### config.mk
export PLATFORM = sky130hd
export DESIGN_NAME = wdt_timer16
export DESIGN_NICKNAME = d
export VERILOG_FILES = /design/src/rtl/wdt_timer16.sv
export SDC_FILE = /design/constraint.sdc
export NUM_CORES = 1
export LEC_CHECK = 0
export CORE_MARGIN = 2
export CORE_UTILIZATION = 35
export CTS_CLUSTER_SIZE = 24
export DETAILED_ROUTE_END_ITERATION = 12
export SETUP_SLACK_MARGIN = 0.5
export SLEW_MARGIN = 20
export SYNTH_ARGS = -nofsm -noshare
export SYNTH_HDL_FRONTEND = slang
export SYNTH_SLANG_ARGS = --single-unit
export TNS_END_PERCENT = 50
### constraint.sdc
create_clock -name clk -period 2.9 [get_ports clk]
set_input_delay 0.58 -clock clk [delete_from_list [all_inputs] [get_ports clk]]
set_output_delay 0.58 -clock clk [all_outputs]
set_load 0.02 [all_outputs]
### src/rtl/wdt_timer16.sv
module wdt_timer16 #(
  parameter int CNT_W = 16
) (
  input  logic        clk,
  input  logic        rst_n,
  input  logic        tick_in,
  input  logic [3:0]  bus_addr,
  input  logic        wr_en,
  input  logic [31:0] wr_data,
  input  logic        rd_en,
  output logic [31:0] rd_data,
  output logic        irq_o,
  output logic        rst_req_o
);

  localparam logic [CNT_W-1:0] CNT_MAX = '1;
  localparam logic [CNT_W-1:0] CNT_ONE = CNT_W'(1);

  logic [CNT_W-1:0] load_q, cnt_q;
  logic             up_q, en_q, per_q, wd_q, sec_q, wdirq_q;
  logic [1:0]       psc_q;
  logic [7:0]       pre_q;
  logic             pulse_q, pend_q, rst_q;

  wire wr_load  = wr_en && bus_addr == 4'h0 && !wd_q;
  wire wr_ctrl  = wr_en && bus_addr == 4'h8 && !wd_q;
  wire wr_clr   = wr_en && bus_addr == 4'hC;
  wire wd_entry = wr_ctrl && wr_data[5];
  wire active   = en_q || wd_q;
  wire unused_bits = ^wr_data[31:CNT_W];

  logic psc_ok;
  always_comb begin
    case (psc_q)
      2'b01:   psc_ok = pre_q[3:0] == 4'hF;
      2'b10:   psc_ok = pre_q == 8'hFF;
      default: psc_ok = 1'b1;
    endcase
  end

  wire step      = tick_in && active && psc_ok && !wr_ctrl && !wr_clr;
  wire at_term   = (up_q && !wd_q) ? (cnt_q == CNT_MAX) : (cnt_q == '0);
  wire wd_expire = step && wd_q && (cnt_q <= CNT_ONE);

  always_ff @(posedge clk or negedge rst_n) begin
    if (!rst_n) begin
      load_q <= '0;
      {up_q, en_q, per_q, wd_q, sec_q, psc_q, wdirq_q} <= '0;
    end else begin
      if (wr_load) load_q <= wr_data[CNT_W-1:0];
      if (wr_ctrl) begin
        up_q    <= wr_data[8];
        en_q    <= wr_data[7];
        per_q   <= wr_data[6];
        wd_q    <= wr_data[5];
        sec_q   <= wr_data[4];
        psc_q   <= wr_data[3:2];
        wdirq_q <= wr_data[1];
      end
    end
  end

  always_ff @(posedge clk or negedge rst_n) begin
    if (!rst_n) pre_q <= '0;
    else if (wr_ctrl || wr_clr) pre_q <= '0;
    else if (tick_in && active) pre_q <= pre_q + 8'd1;
  end

  always_ff @(posedge clk or negedge rst_n) begin
    if (!rst_n) begin
      cnt_q   <= CNT_MAX;
      pulse_q <= 1'b0;
    end else begin
      pulse_q <= step && !wd_q && at_term;
      if (wr_clr || wd_entry) cnt_q <= load_q;
      else if (step) begin
        if (wd_q)      cnt_q <= (cnt_q == '0) ? '0 : cnt_q - CNT_ONE;
        else if (up_q) cnt_q <= at_term ? (per_q ? load_q : '0) : cnt_q + CNT_ONE;
        else           cnt_q <= at_term ? (per_q ? load_q : CNT_MAX) : cnt_q - CNT_ONE;
      end
    end
  end

  always_ff @(posedge clk or negedge rst_n) begin
    if (!rst_n) begin
      pend_q <= 1'b0;
      rst_q  <= 1'b0;
    end else begin
      if (wr_clr) pend_q <= 1'b0;
      else if (wd_expire && wdirq_q) pend_q <= 1'b1;
      if (wd_expire && !wdirq_q) rst_q <= 1'b1;
    end
  end

  assign irq_o     = pulse_q || pend_q;
  assign rst_req_o = rst_q;

  always_comb begin
    rd_data = '0;
    if (rd_en) begin
      case (bus_addr)
        4'h0: rd_data = 32'(load_q);
        4'h4: rd_data = 32'(cnt_q);
        4'h8: rd_data = {23'd0, up_q, en_q, per_q, wd_q, sec_q, psc_q, wdirq_q, 1'b0};
        default: rd_data = '0;
      endcase
    end
  end

  AST_RST_STICKY: assert property (@(posedge clk) disable iff (!rst_n)
    rst_q |=> rst_q);
  AST_WD_HOLDS: assert property (@(posedge clk) disable iff (!rst_n)
    wd_q |=> wd_q);
  AST_LOAD_LOCKED: assert property (@(posedge clk) disable iff (!rst_n)
    (wd_q && wr_en && bus_addr == 4'h0) |=> $stable(load_q));
  AST_CLR_RELOAD: assert property (@(posedge clk) disable iff (!rst_n)
    wr_clr |=> cnt_q == $past(load_q));
  AST_WD_NO_RISE: assert property (@(posedge clk) disable iff (!rst_n)
    (wd_q && !wr_clr) |=> cnt_q <= $past(cnt_q));
  AST_PEND_HOLD: assert property (@(posedge clk) disable iff (!rst_n)
    (pend_q && !wr_clr) |=> pend_q);

endmodule

Yosys cells after proc, flatten, opt, wreduce, memory -nomap -nowiden
Index checks and enable logic that the tools add are counted. W data, S select, Z words.

Register bits: 51. Input bits: 41. Output and inout bits: 34. Word-level logic and storage cells: 72.

$add $sub $neg: 3. Magnitude comparators: 1. Eq/ne operators: 8. Multiplexer cells: 17. Reductions and logical operators: 30.

Operators with widths (number): $mux W16 (10); $pmux W16 S3 (1); $logic_and A1 B1 Y1 (17); $add A16 B1 Y16 const B (1); $eq A16 B16 Y1 const B (1); $le A16 B1 Y1 const B (1); $logic_not A16 Y1 (1); $mux W8 (2); $sub A16 B1 Y16 const B (1); $eq A4 B4 Y1 const B (3); $add A8 B1 Y8 const B (1); $eq A8 B8 Y1 const B (1); $reduce_bool A2 Y1 (3); $eq A4 B3 Y1 const B (1); $logic_not A1 Y1 (4); $logic_not A4 Y1 (1); $logic_or A1 B1 Y1 (4); $mux W1 (3); $eq A2 B1 Y1 const B (1); $eq A2 B2 Y1 const B (1); $pmux W1 S2 (1).

Longest topological paths before layout
Word-level depth: 11. Mapped depth: 10. Mapped depth without buffers: 9.

Least setup slack after synthesis
OpenSTA, ideal clock, no wires.

Path type: input -> output. Start: input bus_addr[2]. End: output rd_data[0]. Arrival time: 1.706 ns. Path slack: 0.614 ns. Stages: 4. Buffers on the path: 2. Cell sequence: clkbuf_1 > clkbuf_1 > mux2i_1 > nor2_1.

Cells in the longest elaborated chain, start to end: 3.

RTL lines: start: declaration (line 7) `input logic [3:0] bus_addr,`; $eq A4 B4 Y1, or another cell as far along (line 101) `case (bus_addr)`; $pmux W16 S3 * (line 101); $mux W16 * (line 100) `if (rd_en) begin`; end: declaration (line 11) `output logic [31:0] rd_data,`.

Every way passes the cells marked *; elsewhere a longest branch is shown, timed or not.

Final worst setup path
Start: input bus_addr[1]. End: output rd_data[15].

Same word-level chain as after synthesis.

==> reports/metrics.cfg <==
[clocking]
cts_max_level = 2
cts_sinks = 51
clkTransAtPathRegs_ns = 0.07
hold_buffers = 0
cts_tree = done
cts_made_buffers = 5
worstSkewPairLatency_ns = 0.30
cts_max_path_buffers = 2
root_buffer = clkbuf_16

[global_route]
overflow = 0
grt_start_max_net_pins = 28
groute.usage.overall = 0.1961
grt_pass1_vias = 3880
antenna_found_initial = 0
grt_pass1_wl_um = 20130

[sta]
slew_headroom = 0.5236
max_clock_freq_ghz = 0.4141
finalSetupViolations = 0
tightestPinTransition_ns = 0.7071
rsz0062_at_grt = yes
finalCritPeriodShare = 0.8327
fin_skew_ns = 0.006994
fin_crit_ns = 2.415
finalHoldViolCount = 0
slew_viol_final = 0

[cells_and_area]
fin_util = 0.4302
drive_above_1_share = 0.2384
fillers = 1114
nNetsFinal = 584
area_growth_pct = 19.63
fin_cells = 680
antennaDiodeCount = 0
postLayoutCellArea_mm2 = 0.004933

[floorplanning]
start_util = 0.3596
die-area_mm2 = 0.01267
num_rows = 39
io_pins = 75
core_mm2 = 0.01147
fp.dieH_um = 112.6
dieWidth_um = 112.6

[setup_path]
path_class = input pin to output pin
critical_path_arrival_ns = 1.83
critPathMaxStageDelay_ns = 0.45
crit_chain = clkdlybuf4s50_1, nor2_2, nand3b_1, buf_4, nor2_1, clkdlybuf4s15_2
crit_required_ns = 2.32
worstSetupEndpointType = output pin
cp_slowest_cell = clkdlybuf4s50_1
path_max_fanout = 8
start_kind = input pin

[drt]
drc = 0
dr_total_vias = 3872
vias_per_cell = 5.694
wl_met2_um = 5731
m1WireLength_um = 5263
wire_per_inst_um = 17.60
drt_iter0_markers = 351
drtPass1Iterations = 5
routed.top_layer = met4
routed_wirelength_um = 11970
dr_wl_met3_um = 797
final_antenna_net_count = 0

[pwr]
switchingPower_mw = 0.8990
seq_power_share = 0.435
comb_power_share = 0.266
p_leak_nw = 2.119
p_sw_frac = 0.3480
power_mw = 2.584
intPower_mw = 1.685
ir_drop_mv = 0.3064
clkPwrFrac = 0.299
power_density_mw_per_mm2 = 523.7

[status]
status = finished, final reports clean

[job]
drv_cap = 0

[synthesis]
ys_async_sr_fraction = 1.000
yosysWarningCount = 0
synth_seq_cells = 51
synth_top_area_cell = dfrtp_1
ys.flop_type = dfrtp_1
synth_seq_area_share = 0.3143
syn-instance-count = 490
synth_edf_count = 0
netlist_area_mm2 = 0.004124
synth_top_area_frac = 0.2124
syn_area_per_cell_um2 = 8.416
synth_cell_types = 63
yosys-top-cells-area = dfrtp_1 (21%), dfstp_2 (10%), mux2_2 (6.3%)

[place]
place_area_mm2 = 0.004728
gp_congestion = 0.9201
placed_cells = 669
io_buffers = 42
dpl.hpwl_um = 8831

[hold_path]
hp-class = input pin to async pin

==> synth_stat cells, types with 2 or more instances <==
master     count
a211oi_1       3
xnor2_1        8
dfstp_2       16
nand3b_1       5
buf_4         19
nand4_4        2
a22oi_1        2
o21ai_0       16
and3_1         6
buf_6          5
nand4_1       10
nand3_1       22
nand2_1       39
nor2_1        68
clkbuf_1      17
buf_1          3
mux2_2        23
ha_1           7
o21ai_1        7
inv_1         13
xor2_1        17
nand2b_1       2
or3_1          2
dfrtp_1       35
a31oi_1       13
o22ai_1        5
nor4_1         5
nor3_1        10
nor3_4         3
o21a_1         4
a21oi_1       37
o31ai_1        4
mux2i_1       20
buf_2          7
o211ai_1       4
o2bb2ai_1      2
nor3b_1        3
==> cell families after synthesis <==
group                      share of synthesized area
AOI/OAI and AO/OA                             0.1808
xor gates and xnor gates                     0.05309
adders and majority gates                    0.02124
buffers and inverters                        0.08768
DFF                                           0.3143
muxes                                         0.1113
other                                      0.0009093
and+or+nand+nor                               0.2306
==> state kept, by name, indices dropped and copies added, names as in the netlist <==
signal and flops:
cnt_q 16, load_q 16, pre_q 8, psc_q 2, en_q 1, pend_q 1, per_q 1, pulse_q 1
rst_req_o 1, sec_q 1, up_q 1, wd_q 1, wdirq_q 1
==> worst max-delay path, delay by kind of cell <==
family | cells | cell delay, ns
and+or+nand+nor | 3 | 0.37
buffers and inverters | 3 | 0.89
==> final timing paths <==
| check | start | slack [ns] | cells past startpoint | to |
|---|---|---|---|---|
| min in group clk | rst_req_o | 0.47 | 1 | rst_req_o |
| worst min-delay path | rst_n | 0.30 | 1 | load_q[6] |
| worst max-delay path | bus_addr[1] | 0.49 | 6 | rd_data[15] |
| worst max register to register | cnt_q[0] | 0.63 | 9 | cnt_q[4] |
| max in group asynchronous | rst_n | 1.97 | 2 | cnt_q[5] |
| worst min register to register | rst_req_o | 0.47 | 1 | rst_req_o |
==> cells in the final DEF, fill, tap and decap left out, types with 3 or more instances in the layout <==
cell type,instances
conb_1,16
nor3_4,3
mux2i_1,20
ha_1,6
clkdlybuf4s50_1,23
a31oi_1,13
nor3b_1,3
nand2_1,38
a211oi_1,3
nand3b_1,5
xor2_1,17
nor2_2,3
o21a_1,3
buf_2,15
buf_12,3
dfstp_2,16
clkbuf_16,5
xnor2_1,8
nand3_1,21
o21ai_0,15
nand4_1,10
o21ai_1,8
o31ai_1,3
and3_1,6
nor2_1,65
dfrtp_1,35
a21oi_1,37
nor3_1,9
o22ai_1,5
nor4_1,5
inv_1,13
mux2_2,23
o211ai_1,4
buf_4,28
==> area by class of cell <==
| type | instances | area (um2) | share of cell area |
|---|---|---|---|
| multi-input cells | 389 | 2575 | 0.5219 |
| flip-flops and latches | 51 | 1296 | 0.2627 |
| repair buffers | 75 | 641.9 | 0.1301 |
| well taps | 143 | 178.9 | 0.03627 |
| clock buffers | 6 | 128.9 | 0.02612 |
| clock inverters | 2 | 60.06 | 0.01217 |
| inverters | 14 | 52.55 | 0.01065 |
==> power by group through the flow <==
stage | clock [mW] | sequential [mW] | combinational (mW)
6_report | 0.772 | 1.12 | 0.687
2_1_floorplan | 0 | 0.932 | 0.705
4_1_cts | 0.786 | 1.12 | 0.680
5_1_grt | 0.818 | 1.15 | 0.771
3_3_place_gp | 0 | 1.12 | 0.659
3_5_place_dp | 0 | 1.13 | 0.674
==> stage by stage <==
step	setup slack [ns]	hold slack [ns]	setup TNS, ns
after floorplan	0.6137	0.2844	0
after global placement	-0.03778	0.4467	-0.2195
after detailed placement	-0.07299	0.4500	-0.3178
after CTS	0.4460	0.3325	0
after global routing	0.4283	0.3555	0
final	0.4851	0.3007	0
==> routing by layer <==
metal,global-route usage,up-vias
li1,-,1805
met1,0.2734,1889
met2,0.3158,162
met3,0.02862,16
met4,0.05935,0
met5,0,-
==> repair_timing <==
action / in CTS / in global routing
pin swaps: 1 / 3
resized for setup: 71 / 11
endpoints found under the hold margin: 0 / 0
setup buffers: 0 / 3
endpoints found under the setup margin: 29 / 23
No activity file was read; power rests on OpenSTA's default activity.
